File: src/rtl/pwm_shadow_pkg.sv
package pwm_shadow_pkg;

  // Update method encoding for a channel of a synchronous group.
  typedef enum logic [1:0] {
    UPD_LOCKED = 2'd0,   // all parameters wait for unlock
    UPD_AUTO_A = 2'd1,   // duty follows update-period counter
    UPD_AUTO_B = 2'd2,   // same gating as UPD_AUTO_A
    UPD_AUTO_C = 2'd3    // treated as automatic
  } upd_mode_e;

  function automatic logic duty_follows_unlock(input upd_mode_e m);
    return (m == UPD_LOCKED);
  endfunction

endpackage

File: src/rtl/pwm_period_timer.sv
module pwm_period_timer #(
  parameter int CNT_W = 8,
  parameter int UPR_W = 4
) (
  input  logic             clk,
  input  logic             rst_n,
  input  logic             chan_en,
  input  logic [CNT_W-1:0] act_period,
  input  logic [UPR_W-1:0] upr_value,
  output logic [CNT_W-1:0] cnt,
  output logic             period_end,
  output logic             upd_wrap
);

  logic [CNT_W-1:0] cnt_nxt;
  logic [UPR_W-1:0] upd_cnt, upd_cnt_nxt;

  // last count reached; a period of 0 behaves like 1
  assign period_end = chan_en && (({1'b0, cnt} + 1'b1) >= {1'b0, act_period});
  assign upd_wrap   = period_end && (upd_cnt >= upr_value);

  always_comb begin
    cnt_nxt = cnt + 1'b1;
    if (!chan_en || period_end) cnt_nxt = '0;
  end

  always_comb begin
    upd_cnt_nxt = upd_cnt;
    if (upd_wrap)        upd_cnt_nxt = '0;
    else if (period_end) upd_cnt_nxt = upd_cnt + 1'b1;
  end

  always_ff @(posedge clk or negedge rst_n) begin
    if (!rst_n) begin
      cnt     <= '0;
      upd_cnt <= '0;
    end else begin
      cnt     <= cnt_nxt;
      upd_cnt <= upd_cnt_nxt;
    end
  end

endmodule

File: src/rtl/pwm_shadow_reg.sv
module pwm_shadow_reg #(
  parameter int          W       = 8,
  parameter logic [W-1:0] RST_VAL = '0
) (
  input  logic         clk,
  input  logic         rst_n,
  input  logic         wr_en,
  input  logic [W-1:0] wr_data,
  input  logic         xfer,
  output logic [W-1:0] active
);

  logic [W-1:0] shadow, shadow_nxt, active_nxt;
  logic         pending, pending_nxt;
  logic         take;

  assign take = xfer && pending;

  always_comb begin
    shadow_nxt  = wr_en ? wr_data : shadow;
    active_nxt  = take ? shadow : active;
    pending_nxt = wr_en || (pending && !xfer);
  end

  always_ff @(posedge clk or negedge rst_n) begin
    if (!rst_n) begin
      shadow  <= RST_VAL;
      active  <= RST_VAL;
      pending <= 1'b0;
    end else begin
      shadow  <= shadow_nxt;
      active  <= active_nxt;
      pending <= pending_nxt;
    end
  end

endmodule

File: src/rtl/pwm_deadtime.sv
module pwm_deadtime #(
  parameter int DT_W = 4
) (
  input  logic            clk,
  input  logic            rst_n,
  input  logic            raw,
  input  logic [DT_W-1:0] dt,
  output logic            out
);

  logic [DT_W-1:0] dly, dly_nxt;
  logic            out_nxt;

  always_comb begin
    dly_nxt = dly;
    out_nxt = 1'b0;
    if (!raw) begin
      dly_nxt = '0;
    end else if (dly >= dt) begin
      out_nxt = 1'b1;
    end else begin
      dly_nxt = dly + 1'b1;
    end
  end

  always_ff @(posedge clk or negedge rst_n) begin
    if (!rst_n) begin
      dly <= '0;
      out <= 1'b0;
    end else begin
      dly <= dly_nxt;
      out <= out_nxt;
    end
  end

endmodule

File: src/rtl/pwm_shadow_chan.sv
module pwm_shadow_chan
  import pwm_shadow_pkg::*;
#(
  parameter int CNT_W      = 8,
  parameter int DT_W       = 4,
  parameter int UPR_W      = 4,
  parameter int RST_PERIOD = 16,
  parameter int RST_DUTY   = 8
) (
  input  logic             clk,
  input  logic             rst_n,
  input  logic             chan_en,
  input  logic             sync_mode,
  input  logic [1:0]       upd_method,
  input  logic             unlock_pulse,
  input  logic [UPR_W-1:0] upr_value,
  input  logic             per_wr,
  input  logic [CNT_W-1:0] per_wdata,
  input  logic             duty_wr,
  input  logic [CNT_W-1:0] duty_wdata,
  input  logic             dth_wr,
  input  logic [DT_W-1:0]  dth_wdata,
  input  logic             dtl_wr,
  input  logic [DT_W-1:0]  dtl_wdata,
  output logic             period_end,
  output logic             pwm_hi,
  output logic             pwm_lo,
  output logic [CNT_W-1:0] act_period,
  output logic [CNT_W-1:0] act_duty,
  output logic [DT_W-1:0]  act_dt_hi,
  output logic [DT_W-1:0]  act_dt_lo
);

  localparam int NUM_SIDES = 2;
  localparam logic [CNT_W-1:0] RST_P = CNT_W'(RST_PERIOD);
  localparam logic [CNT_W-1:0] RST_D = CNT_W'(RST_DUTY);

  logic [CNT_W-1:0] cnt;
  logic             upd_wrap;
  logic             unlock_req, unlock_req_nxt;
  logic             pd_xfer, duty_xfer, duty_gate;
  logic             cmp_hi;
  upd_mode_e        mode;

  logic [NUM_SIDES-1:0] raw_v, out_v;
  logic [DT_W-1:0]      dt_v [NUM_SIDES];

  assign mode = upd_mode_e'(upd_method);

  pwm_period_timer #(.CNT_W(CNT_W), .UPR_W(UPR_W)) u_timer (
    .clk        (clk),
    .rst_n      (rst_n),
    .chan_en    (chan_en),
    .act_period (act_period),
    .upr_value  (upr_value),
    .cnt        (cnt),
    .period_end (period_end),
    .upd_wrap   (upd_wrap)
  );

  // sticky unlock request, consumed by the next end of period
  always_comb begin
    unlock_req_nxt = unlock_req;
    if (period_end)   unlock_req_nxt = 1'b0;
    if (unlock_pulse) unlock_req_nxt = 1'b1;
  end

  always_ff @(posedge clk or negedge rst_n) begin
    if (!rst_n) unlock_req <= 1'b0;
    else        unlock_req <= unlock_req_nxt;
  end

  // update gating policies
  always_comb begin
    if (!sync_mode)                     duty_gate = 1'b1;
    else if (duty_follows_unlock(mode)) duty_gate = unlock_req;
    else                                duty_gate = upd_wrap;
  end

  assign pd_xfer   = period_end && (!sync_mode || unlock_req);
  assign duty_xfer = period_end && duty_gate;

  pwm_shadow_reg #(.W(CNT_W), .RST_VAL(RST_P)) u_per (
    .clk(clk), .rst_n(rst_n), .wr_en(per_wr), .wr_data(per_wdata),
    .xfer(pd_xfer), .active(act_period)
  );

  pwm_shadow_reg #(.W(CNT_W), .RST_VAL(RST_D)) u_duty (
    .clk(clk), .rst_n(rst_n), .wr_en(duty_wr), .wr_data(duty_wdata),
    .xfer(duty_xfer), .active(act_duty)
  );

  pwm_shadow_reg #(.W(DT_W), .RST_VAL('0)) u_dth (
    .clk(clk), .rst_n(rst_n), .wr_en(dth_wr), .wr_data(dth_wdata),
    .xfer(pd_xfer), .active(act_dt_hi)
  );

  pwm_shadow_reg #(.W(DT_W), .RST_VAL('0)) u_dtl (
    .clk(clk), .rst_n(rst_n), .wr_en(dtl_wr), .wr_data(dtl_wdata),
    .xfer(pd_xfer), .active(act_dt_lo)
  );

  // complementary raw waveform
  assign cmp_hi   = (cnt < act_duty);
  assign raw_v[0] = chan_en && cmp_hi;
  assign raw_v[1] = chan_en && !cmp_hi;
  assign dt_v[0]  = act_dt_hi;
  assign dt_v[1]  = act_dt_lo;

  for (genvar s = 0; s < NUM_SIDES; s++) begin : g_side
    pwm_deadtime #(.DT_W(DT_W)) u_dt (
      .clk   (clk),
      .rst_n (rst_n),
      .raw   (raw_v[s]),
      .dt    (dt_v[s]),
      .out   (out_v[s])
    );
  end

  assign pwm_hi = out_v[0];
  assign pwm_lo = out_v[1];

endmodule

File: config.mk
export PLATFORM = sky130hd
export DESIGN_NAME = pwm_shadow_chan
export DESIGN_NICKNAME = d
export VERILOG_FILES = /design/src/rtl/pwm_shadow_pkg.sv /design/src/rtl/pwm_period_timer.sv /design/src/rtl/pwm_shadow_reg.sv /design/src/rtl/pwm_deadtime.sv /design/src/rtl/pwm_shadow_chan.sv
export SDC_FILE = /design/constraint.sdc
export NUM_CORES = 1
export LEC_CHECK = 0
export ABC_AREA = 0
export BUFFER_PORTS_ARGS = -buffer_cell sky130_fd_sc_hd__buf_2
export CORE_MARGIN = 8
export CORE_UTILIZATION = 54
export CTS_CLUSTER_SIZE = 30
export DETAILED_ROUTE_END_ITERATION = 8
export MAX_ROUTING_LAYER = met4
export PLACE_DENSITY_LB_ADDON = 0.25
export SYNTH_ARGS = -nofsm -noshare
export SYNTH_HDL_FRONTEND = slang
export SYNTH_SLANG_ARGS = --single-unit
File: constraint.sdc
create_clock -name clk -period 3.55 [get_ports clk]
set_input_delay 0.355 -clock clk [delete_from_list [all_inputs] [get_ports clk]]
set_output_delay 0.355 -clock clk [all_outputs]
set_load 0.01 [all_outputs]
Word-level counts from Yosys, hierarchy flattened
Cells that the tools add are included.

operators by class
  order comparisons = 5
  reduce and logical (&&, ||, !) cells = 28
  $add $sub $neg = 5
  eq/ne operators = 2
  mux-type cells = 15

operator list
  cell                                                            number
  4-bit two-way mux                                               6
  1-bit logical AND                                               14
  4-bit by 1-bit adder with 4-bit output (second input constant)  3
  4-bit >= comparator                                             3
  8-bit by 1-bit adder with 9-bit output (second input constant)  1
  9-bit by 8-bit >= comparator with 1-bit output                  1
  8-bit by 1-bit adder with 8-bit output (second input constant)  1
  8-bit less-than comparator                                      1
  1-bit two-way mux                                               8
  8-bit two-way mux                                               1
  1-bit logical OR                                                6
  1-bit zero test                                                 5
  2-bit inequality test (second input constant)                   2
  2-bit nonzero test                                              2
  2-bit zero test                                                 1

word-level totals
  register bits = 75
  output and inout bits = 27
  input bits = 39

Depth between registers and ports, before layout
Gate-level depths: netlist of run 1.

  word-level depth = 10
  gate-level depth with buffers = 13

Cells and area by module
Synthesis of run 1 repeated with hierarchy kept, for this count alone.

second synthesis, totals
  cell total of the unflattened synthesis = 310
  area, all modules = 3762.4 µm²

by module, submodules not included
  module                        instances  area each (µm²)  cells each  seq. area each (µm²)
  pwm_shadow_reg at u_duty ...  2          630.6            37          427.9
  pwm_period_timer              1          910.9            99          300.3
  pwm_shadow_reg at u_dth ...   2          347.8            20          225.2
  pwm_deadtime                  2          317.8            31          125.1
  pwm_shadow_chan               1          259.0            35          25.0

Worst setup path after synthesis of run 1
No wires, ideal clock.

  kind = register to register
  from = register u_timer.cnt[0]
  to = register u_duty.active[0]
  stages on the path, launching flop included = 13
  setup time = 0.125 ns
  setup slack = 0.939 ns
  data arrival time = 2.486 ns
  period minus slack after synthesis = 2.611 ns
  path through = dfrtp_1 > ha_1 > nand3_1 > xnor2_1 > ha_1 > a211oi_2 > o21ai_1 > a41oi_2 > o21a_4 > inv_4 > and3_4 > buf_6 > mux2_4

between the ends
  longest elaborated chain between the ends = 8

ends and longest elaborated chain
  element                                           line                    text
  from (decl)                                       pwm_period_timer.sv:10  output logic [CNT_W-1:0] cnt,
  from (signal assigned)                            pwm_period_timer.sv:38  cnt <= cnt_nxt;
  8-bit by 1-bit adder with 9-bit output *          pwm_period_timer.sv:19  assign period_end = chan_en && (({1'b0, cnt} + 1'b1) >= {1'b0, act_period});
  9-bit by 8-bit >= comparator with 1-bit output *  pwm_period_timer.sv:19
  1-bit logical AND *                               pwm_period_timer.sv:19
  net period_end                                    pwm_shadow_chan.sv:25   output logic period_end,
  1-bit logical AND                                 pwm_period_timer.sv:20  assign upd_wrap = period_end && (upd_cnt >= upr_value);
  1-bit two-way mux                                 pwm_shadow_chan.sv:76   else if (duty_follows_unlock(mode)) duty_gate = unlock_req;
  1-bit two-way mux                                 pwm_shadow_chan.sv:75   if (!sync_mode) duty_gate = 1'b1;
  1-bit logical AND *                               pwm_shadow_chan.sv:81   assign duty_xfer = period_end && duty_gate;
  1-bit logical AND *                               pwm_shadow_reg.sv:17    assign take = xfer && pending;
  to (signal assigned)                              pwm_shadow_reg.sv:32    active <= active_nxt;
  to (decl)                                         pwm_shadow_reg.sv:10    output logic [W-1:0] active

Mark *: on every way through the listed nets, which the timed path passes. The rest lies on a longest branch.
A chain may end at the register's enable or synchronous reset.

Worst setup path in the final report of run 1
  from = register u_timer.cnt[0]
  to = output port period_end

between the ends
  longest elaborated chain between the ends = 3

ends and longest elaborated chain
  element                                         line
  8-bit by 1-bit adder with 9-bit output          pwm_period_timer.sv:19
  9-bit by 8-bit >= comparator with 1-bit output  pwm_period_timer.sv:19
  1-bit logical AND                               pwm_period_timer.sv:19
  to (decl)                                       pwm_shadow_chan.sv:25

No other way between the ends.

==> results of run 1 <==
## cell usage in the layout (no fill, tap or decap), types with 2 or more instances in the layout
cell,instances
a211oi_1,2
a21o_1,9
a21oi_1,8
and3_1,7
buf_2,64
clkbuf_8,10
clkinv_2,3
clkinvlp_4,2
dfrtp_1,71
dfstp_2,4
ha_1,31
inv_1,28
mux2_2,34
mux2_4,8
mux2i_1,2
nand2_1,20
nand2b_1,7
nand3_1,8
nand4_1,8
nor2_1,13
nor2b_1,2
nor3_1,2
o21a_1,4
o21ai_0,10
o21ai_1,3
xnor2_1,6
xor2_1,6
## Yosys cell counts, types with 2 or more instances
| cell | n |
|---|---|
| nand4_1 | 8 |
| and3_1 | 7 |
| nor2b_1 | 2 |
| nor3_1 | 2 |
| a211oi_1 | 2 |
| nand2_1 | 20 |
| o21ai_0 | 10 |
| mux2_4 | 8 |
| clkbuf_1 | 4 |
| a21o_1 | 9 |
| ha_1 | 31 |
| mux2i_1 | 2 |
| o21a_1 | 4 |
| xor2_1 | 6 |
| dfstp_2 | 4 |
| a21oi_1 | 8 |
| dfrtp_1 | 71 |
| xnor2_1 | 6 |
| inv_1 | 28 |
| nand2b_1 | 7 |
| nand3_1 | 8 |
| nor2_1 | 13 |
| mux2_2 | 34 |
| o21ai_1 | 3 |
## metal layers
layer | up-vias | global-route usage [%] | share of wire (%)
met2 | 52 | 25.7 | 49
li1 | 1232 | - | -
met1 | 1186 | 18.0 | 46
met3 | 11 | 4.33 | 4.2
met5 | - | - | 0
met4 | 0 | 6.40 | 1.5
## power breakdown
part           switching [mW]  internal (mW)  total [mW]  leakage (nW)
logic                   0.580          0.574        1.15          1.16
registers               0.175           1.09        1.27         0.912
clock network           0.303          0.269       0.572        0.0851
total                    1.06           1.94        2.99          2.16
## final cells by class
type	count	share of cell area, %
multi-input combinational	204	39.8
clock buffer	11	3.28
sequential	75	43.7
timing repair buffer	65	7.61
inverter	29	2.58
tap	80	2.32
clock inverter	5	0.697
## sequential cells by signal (all words and copies together) (netlist names)
signal / count
u_per.pending: 1
u_duty.pending: 1
u_timer.upd_cnt: 4
u_timer.cnt: 8
u_per.active: 8
u_per.shadow: 8
u_dtl.pending: 1
u_dth.shadow: 4
u_dth.pending: 1
u_duty.active: 8
g_side.u_dt.dly: 8
g_side.u_dt.out: 2
unlock_req: 1
u_duty.shadow: 8
u_dtl.active: 4
u_dth.active: 4
u_dtl.shadow: 4
## worst reg2reg max path, delay by kind of cell, from the launching register on
family                     cells  cell delay [ps]
AOI/OAI and AO/OA              4              890
xor gates and xnor gates       1              210
adders and majority gates      2              550
DFF                            1              430
muxes                          1              360
and+or+nand+nor                2              340
## how the worst min path moves through the flow
stage / from / slack (ps) / end / cells after the start
finish: rst_n / 130 / u_duty.shadow[4] / 1
global placement: unlock_req / 450 / unlock_req / 1
CTS: rst_n / 170 / u_duty.shadow[4] / 1
global route: unlock_pulse / 210 / unlock_req / 2
floorplan: rst_n / 60 / g_side[0].u_dt.dly[0] / 0
detailed placement: unlock_req / 460 / unlock_req / 1
## through the flow
stage	util, %	setup slack [ps]	power (mW)	std cells	area, sq um
floorplan	-	939	2.08	314	3740
global placement	61.2	837	2.40	453	4140
detailed placement	61.2	673	2.46	453	4140
CTS	63.8	523	3.04	469	4310
global route	63.8	357	3.24	469	4310
finish	63.8	548	2.99	469	4310
## cell families (layout without fill, tap and decap cells)
kind of cell	count (synthesis)	after routing
AO/OA/AOI/OAI	44	44
XOR/XNOR	12	12
adder cells (fa/ha/maj)	31	31
buffers and inverters	35	110
flip-flops	75	75
multiplexers	44	44
AND/OR/NAND/NOR	73	73
==> impl_metrics.json, run 1 <==
{
  "startpoint_type": "flop",
  "grt_overflow": 0,
  "synth_compound_area_share_pct": 8.13,
  "ys_ff_latch": 75,
  "netlist_area_sq_um": 3740,
  "crit_slowest_cell": "dfrtp_1",
  "leakage_nw": 2.16,
  "setup.worst_path.start": "u_timer.cnt[0]",
  "peakVddDrop_uv": 361,
  "syn_inst": 314,
  "hold_class": "in -> async",
  "clockBufferDepth": 2,
  "r2r-end": "u_per.active[2]",
  "post-cts-setup-buffer-count": 0,
  "routed_wl_um": 7020,
  "critical_path_depth": 10,
  "yosysUniqueCellTypes": 41,
  "grt_pass1_wl_um": 12200,
  "clk_pin_slew_ps": 80,
  "ios": 66,
  "drive_gt1_share_pct": 34.4,
  "path_cells": "ha_1 > nand3_1 > xnor2_1 > ha_1 > a211oi_2 > o21ai_1 > a41oi_2 > o21a_4 > inv_4 > buf_2",
  "relSlewSlack_pct": 38.4,
  "synth_top_family_by_area": "multiplexers",
  "grt_max_degree": 76,
  "die_h_um": 99.2,
  "grt_pass1_vias": 2725,
  "report.final.slew_viol_count": 0,
  "yosys.area.top_type": "dfrtp_1",
  "ys.flop_type": "dfrtp_1",
  "cpPeakStageDelay_ps": 430,
  "worst_pin_slew_ps": 924,
  "cts_resized": 0,
  "synth_edf_count": 0,
  "hold_viol_final": 0,
  "syn_nets": 384,
  "synth.area.mux_share_pct": 14.0,
  "holdWs_ps": 131,
  "port_buffers": 65,
  "remaining_drc_errors": 0,
  "worst-path-buf-inv": 2,
  "wl_per_cell_um": 15.0,
  "grtUsageTotal_pct": 15.8,
  "critPathRequiredTime_ps": 3190,
  "async_flop_share_pct": 100,
  "skew_ps": 14.1,
  "synthXorXnorAreaFrac_pct": 2.81,
  "power_density_nw_per_um2": 695,
  "cap_viol_max_count": 0,
  "r2r_start": "u_timer.cnt[0]",
  "vias_per_cell": 5.29,
  "ff2ff_setup_slack_ps": 660,
  "insertedDiodeCount": 0,
  "root_buffer": "clkbuf_8",
  "coreArea_sq_um": 6760,
  "avgSynthCellArea_sq_um": 11.9,
  "max_freq_mhz": 333,
  "synth_adder_area_share_pct": 10.4,
  "crit_family": "compound AO/OA/AOI/OAI gates",
  "cts_hold_buf": 0,
  "drt_iter0_markers": 76,
  "die-area_sq_um": 9840,
  "start_util_pct": 55.3,
  "antenna_found_initial": 0,
  "clk_latency_ps": 350,
  "setup_violations": 0,
  "multi_input_area_sq_um": 1720,
  "fin_crit_sh_pct": 84.6,
  "cts_made_buffers": 9,
  "synth-simple-area-share_pct": 10.6,
  "crit_path_end": "period_end",
  "cts_sinks": 75,
  "fin_setup_tns_ps": 0,
  "synthTopCellsByArea": "dfrtp_1, ha_1, mux2_2",
  "fill_cells": 576,
  "crit_type": "reg -> out",
  "worstRegToRegCells": 10,
  "fin_nets": 454,
  "rsz0062_at_grt": "false",
  "vias": 2481,
  "gp_congestion": 0.873,
  "yosysWarnings": 0,
  "synth_top_cell_area_share_pct": 47.5,
  "ys_seq_area_share_pct": 50.3,
  "crit_path_frequent_cell": "ha_1",
  "fin_crit_ps": 3000,
  "antenna_left": 0,
  "firstDrtPassIters": 4,
  "die_w_um": 99.2,
  "crit_path_end_kind": "primary output",
  "htreeDepth": 3,
  "crit_path_max_fanout": 8,
  "hpwl_um": 5330,
  "area_growth_pct": 15.2,
  "seqCellArea_sq_um": 1880,
  "num_rows": 30,
  "cp.arrival_ps": 2650,
  "run_status": "finished clean",
  "cts_tree": "built"
}
(Power assumes the default switching activity.)
==> inputs of run 2 (changes only) <==
==> constraint.sdc (replaced) <==
create_clock -name clk -period 3.1 [get_ports clk]
set_input_delay 0.31 -clock clk [delete_from_list [all_inputs] [get_ports clk]]
set_output_delay 0.31 -clock clk [all_outputs]
set_load 0.01 [all_outputs]
==> run 2 against run 1 <==
Count of clock-buffer cells in the layout decreased by 2. Global-route usage increased by 0.45 points. First-iteration DRC count increased by 11%. Hold slack worse by 64 ps. Sequential power grew 15%. Setup slack got worse by 400 ps. Utilization up 0.65 points. Clock power increased by 28%. Cell area up 1.0%. Critical path type is now reg -> reg. Critical path depth up 1. Non-clock buffer count rose by 2. Die area is the same.
==> impl_metrics.json, run 2 (synthesized netlist as in run 1, its figures left out) <==
{
  "run_status": "finished clean",
  "firstDrtPassIters": 4,
  "routed_wl_um": 7140,
  "vias": 2566,
  "seqCellArea_sq_um": 1880,
  "critPathRequiredTime_ps": 3340,
  "grtUsageTotal_pct": 16.2,
  "coreArea_sq_um": 6760,
  "final_cell_area_sq_um": 4350,
  "port_buffers": 65,
  "startpoint_type": "flop",
  "grt_pass1_wl_um": 12500,
  "cp.arrival_ps": 3190,
  "insertedDiodeCount": 0,
  "antenna_left": 0,
  "final_cell_mix": "dfrtp_1, buf_2, mux2_2, ha_1, inv_1",
  "r2r_start": "u_timer.cnt[0]",
  "cts_tree": "built",
  "hold_class": "in -> async",
  "cts_made_buffers": 9,
  "wl_per_cell_um": 15.2,
  "layoutNonFillerInstCount": 471,
  "die_h_um": 99.2,
  "grt_pass1_vias": 2708,
  "clkPwrFrac_pct": 20.7,
  "power.internal_mw": 2.30,
  "antenna_found_initial": 0,
  "power_density_nw_per_um2": 814,
  "ios": 66,
  "setup_violations": 0,
  "dp_cells": 454,
  "worst_pin_slew_ps": 917,
  "combPwrFrac_pct": 38.2,
  "cts_sinks": 75,
  "clockBufferDepth": 2,
  "seq_power_share_pct": 41.1,
  "utilization_pct": 64.4,
  "num_rows": 30,
  "fin_crit_sh_pct": 95.2,
  "area_growth_pct": 16.4,
  "cts_hold_buf": 0,
  "cap_viol_max_count": 0,
  "peakVddDrop_uv": 431,
  "place_area_sq_um": 4140,
  "report.final.slew_viol_count": 0,
  "multi_input_area_sq_um": 1720,
  "gp_congestion": 0.879,
  "hpwl_um": 5390,
  "fin_crit_ps": 2950,
  "htreeDepth": 3,
  "clk_pin_slew_ps": 80,
  "layout_commonest_cell": "dfrtp_1",
  "crit_type": "reg -> reg",
  "root_buffer": "clkbuf_8",
  "holdWs_ps": 67.2,
  "fill_cells": 575,
  "vias_per_cell": 5.45,
  "grt_max_degree": 76,
  "drt_iter0_markers": 84,
  "setup.worst_path.start": "u_timer.cnt[0]",
  "remaining_drc_errors": 0,
  "switching_share_pct": 35.1,
  "grt_overflow": 0,
  "skew_ps": 8.42,
  "die_w_um": 99.2,
  "max_freq_mhz": 339,
  "p_switching_mw": 1.24,
  "die-area_sq_um": 9840,
  "leakage_nw": 2.19,
  "drive_gt1_share_pct": 35.3,
  "crit_path_max_fanout": 9,
  "relSlewSlack_pct": 38.8,
  "clk_latency_ps": 350,
  "start_util_pct": 55.3,
  "hold_viol_final": 0,
  "crit_path_end_kind": "flop",
  "fin_nets": 456
}
run 2: area by class of cell:
cell class	instances	area share [%]
Clock buffer	9	2.85
Clock inverter	7	1.58
Inverter	29	2.56
Multi-Input combinational cell	204	39.6
Sequential cell	75	43.2
Tap cell	80	2.30
Timing Repair Buffer	67	7.88
run 2: repair_timing:
action	CTS	global route
resized for setup	0	1
setup endpoints to repair	0	4
hold endpoints to repair	0	0
setup buffers	0	1
run 2: layer usage:
metal	GRT usage, %	vias to the layer above	wire (um)
met5	-	-	0
met4	8.85	0	198
met3	3.70	20	237
met2	24.7	53	3430
met1	19.6	1261	3280
li1	-	1232	-
run 2: worst paths after layout:
check | to | slack [ps] | cells past startpoint
setup / recovery | u_per.active[5] | 150 | 11
hold / removal | u_duty.active[7] | 70 | 1
setup reg to reg | u_per.active[5] | 150 | 11
hold reg to reg | unlock_req | 480 | 1
max in group asynchronous | u_timer.cnt[1] | 2410 | 1
min in group clk | unlock_req | 150 | 2
run 2: power groups by stage:
stage	clock (mW)	combinational, mW	sequential, mW
finish	0.732	1.35	1.46
global route	0.796	1.54	1.50
CTS	0.755	1.36	1.46
detailed placement	0	1.35	1.47
global placement	0	1.29	1.47
floorplan	0	0.876	1.50
run 2: worst max-delay path, cell delays in order (launching register included):
cell	delay, ps
dfrtp_1	420
ha_1	270
nand3_1	140
xnor2_2	170
ha_1	310
a211oi_2	210
o21ai_1	110
a41oi_2	230
buf_4	170
o21ba_2	230
nand4b_4	220
mux2_2	350
run 2: through the flow:
| step | setup slack (ps) | total power, mW | TNS, ps |
|---|---|---|---|
| finish | 148 | 3.54 | 0 |
| global route | -1.23 | 3.84 | -2.85 |
| CTS | 78.5 | 3.57 | 0 |
| detailed placement | 220 | 2.83 | 0 |
| global placement | 386 | 2.76 | 0 |
| floorplan | 489 | 2.38 | 0 |
==> inputs of run 3 (changes only) <==
--- a/config.mk
+++ b/config.mk
@@ -11,7 +11,6 @@
 export CORE_UTILIZATION = 54
 export CTS_CLUSTER_SIZE = 30
 export DETAILED_ROUTE_END_ITERATION = 8
-export MAX_ROUTING_LAYER = met4
 export PLACE_DENSITY_LB_ADDON = 0.25
 export SYNTH_ARGS = -nofsm -noshare
 export SYNTH_HDL_FRONTEND = slang
==> run 3 against run 2 <==
Sequential share of layout area is the same. Global-route usage shrank 0.44 points. Routed wire length grew 0.34%. Clock power is essentially flat. Critical path depth is the same. Die area is the same. Register-to-register slack is essentially flat. Final cell count is the same. First-iteration DRC count shrank 23%. Critical path type unchanged. Largest cell class unchanged.
==> impl_metrics.json, run 3 (synthesized netlist as in run 1, its figures left out) <==
{
  "cts_made_buffers": 9,
  "drt_iter0_markers": 65,
  "drive_gt1_share_pct": 35.3,
  "dp_cells": 454,
  "pre_cts_slack_ps": 220,
  "fin_crit_ps": 2950,
  "cap_viol_max_count": 0,
  "max_freq_mhz": 339,
  "num_rows": 30,
  "leakage_nw": 2.19,
  "critPathRequiredTime_ps": 3340,
  "hpwl_um": 5390,
  "worst_pin_slew_ps": 909,
  "crit_family": "compound AO/OA/AOI/OAI gates",
  "fin_crit_sh_pct": 95.2,
  "die-area_sq_um": 9840,
  "area_growth_pct": 16.4,
  "crit_path_frequent_cell": "ha_1",
  "worstRegToRegCells": 11,
  "layoutNonFillerInstCount": 471,
  "crit_path_end_kind": "flop",
  "coreArea_sq_um": 6760,
  "vias": 2572,
  "ff2ff_setup_slack_ps": 150,
  "grt_overflow": 0,
  "fin_ws_ps": 148,
  "skew_ps": 8.91,
  "peakVddDrop_uv": 430,
  "crit_path_max_fanout": 9,
  "routed_wl_um": 7170,
  "setup.worst_path.start": "u_timer.cnt[0]",
  "fin_nets": 456,
  "ios": 66,
  "root_buffer": "clkbuf_8",
  "setup_violations": 0,
  "hold_viol_final": 0,
  "layout_commonest_cell": "dfrtp_1",
  "crit_type": "reg -> reg",
  "clockBufferDepth": 2,
  "r2r-end": "u_per.active[5]",
  "relSlewSlack_pct": 39.4,
  "crit_slowest_cell": "dfrtp_1",
  "power_mw": 3.54,
  "cp.arrival_ps": 3190,
  "run_status": "finished clean",
  "clk_pin_slew_ps": 80,
  "startpoint_type": "flop",
  "grt_max_degree": 76,
  "final_cell_mix": "dfrtp_1, buf_2, mux2_2, ha_1, inv_1",
  "die_w_um": 99.2,
  "die_h_um": 99.2,
  "r2r_start": "u_timer.cnt[0]",
  "cts_sinks": 75,
  "start_util_pct": 55.3,
  "firstDrtPassIters": 4,
  "worst-path-buf-inv": 1,
  "grt_pass1_wl_um": 12500,
  "antenna_left": 0,
  "cts_tree": "built",
  "fill_cells": 575,
  "port_buffers": 65,
  "holdWs_ps": 79.6,
  "insertedDiodeCount": 0,
  "grt_pass1_vias": 2708,
  "antenna_found_initial": 0,
  "vias_per_cell": 5.46,
  "report.final.slew_viol_count": 0,
  "gp_congestion": 0.865,
  "wl_per_cell_um": 15.2,
  "htreeDepth": 3,
  "power_density_nw_per_um2": 814,
  "grtUsageTotal_pct": 15.8,
  "remaining_drc_errors": 0,
  "clk_latency_ps": 350,
  "cts_hold_buf": 0,
  "cpPeakStageDelay_ps": 420,
  "path_cells": "ha_1 > nand3_1 > xnor2_2 > ha_1 > a211oi_2 > o21ai_1 > a41oi_2 > buf_4 > o21ba_2 > nand4b_4 > mux2_2",
  "hold_class": "in -> async"
}
==> run 3: cell counts in the layout (fill, tap and decap cells not counted) <==
Identical to the previous run, type by type.
==> run 3: stage by stage <==
stage                     util, %  instance area [sq um]  TNS (ps)
after floorplan                 -                   3740         0
after global placement       61.3                   4140         0
after detailed placement     61.3                   4140         0
after CTS                    64.2                   4340         0
after global routing         64.4                   4350     -2.94
final                        64.4                   4350         0
==> run 3: how the worst max path moves through the flow <==
stage	slack [ps]	end	cells past startpoint
2_1_floorplan	490	u_duty.active[0]	12
3_3_place_gp	390	u_per.active[5]	10
3_5_place_dp	220	u_per.active[5]	10
4_1_cts	80	period_end	10
5_1_grt	-1	u_per.active[1]	11
6_report	150	u_per.active[5]	11
==> run 3: timing repair <==
action                                  4_1_cts  5_1_grt
buffers inserted                              0        1
resized for setup                             0        1
endpoints found under the setup margin        0        4
hold endpoints to repair                      0        0
==> run 3: per-layer routing <==
metal	wire length (um)	part of all wire, %	global-route usage (%)	vias to the layer above
li1	-	-	-	1236
met1	3170	44	19.2	1255
met2	3460	48	24.7	63
met3	370	5.2	4.26	18
met4	164	2.3	8.85	0
met5	0	0	0	-
==> run 3: report_power, final <==
group / leakage [nW] / internal (mW) / total, mW / switching, mW
clock: 0.0950 / 0.368 / 0.733 / 0.364
sequential: 0.912 / 1.25 / 1.46 / 0.206
combinational: 1.18 / 0.680 / 1.35 / 0.673
==> run 3: worst register-to-register path, cell delays in order (launching register included) <==
cell and delay, ps:
dfrtp_1 420, ha_1 270, nand3_1 140, xnor2_2 170, ha_1 310, a211oi_2 210, o21ai_1 110, a41oi_2 230
buf_4 170, o21ba_2 230, nand4b_4 230, mux2_2 360
==> run 3: layout make-up <==
cell class | instances | area, sq um | area share, %
flip-flops and latches | 75 | 1880 | 43.2
well taps | 80 | 100 | 2.30
clock buffers | 9 | 124 | 2.85
repair buffers | 67 | 343 | 7.88
inverters | 29 | 111 | 2.56
multi-input cells | 204 | 1720 | 39.6
clock inverters | 7 | 68.8 | 1.58
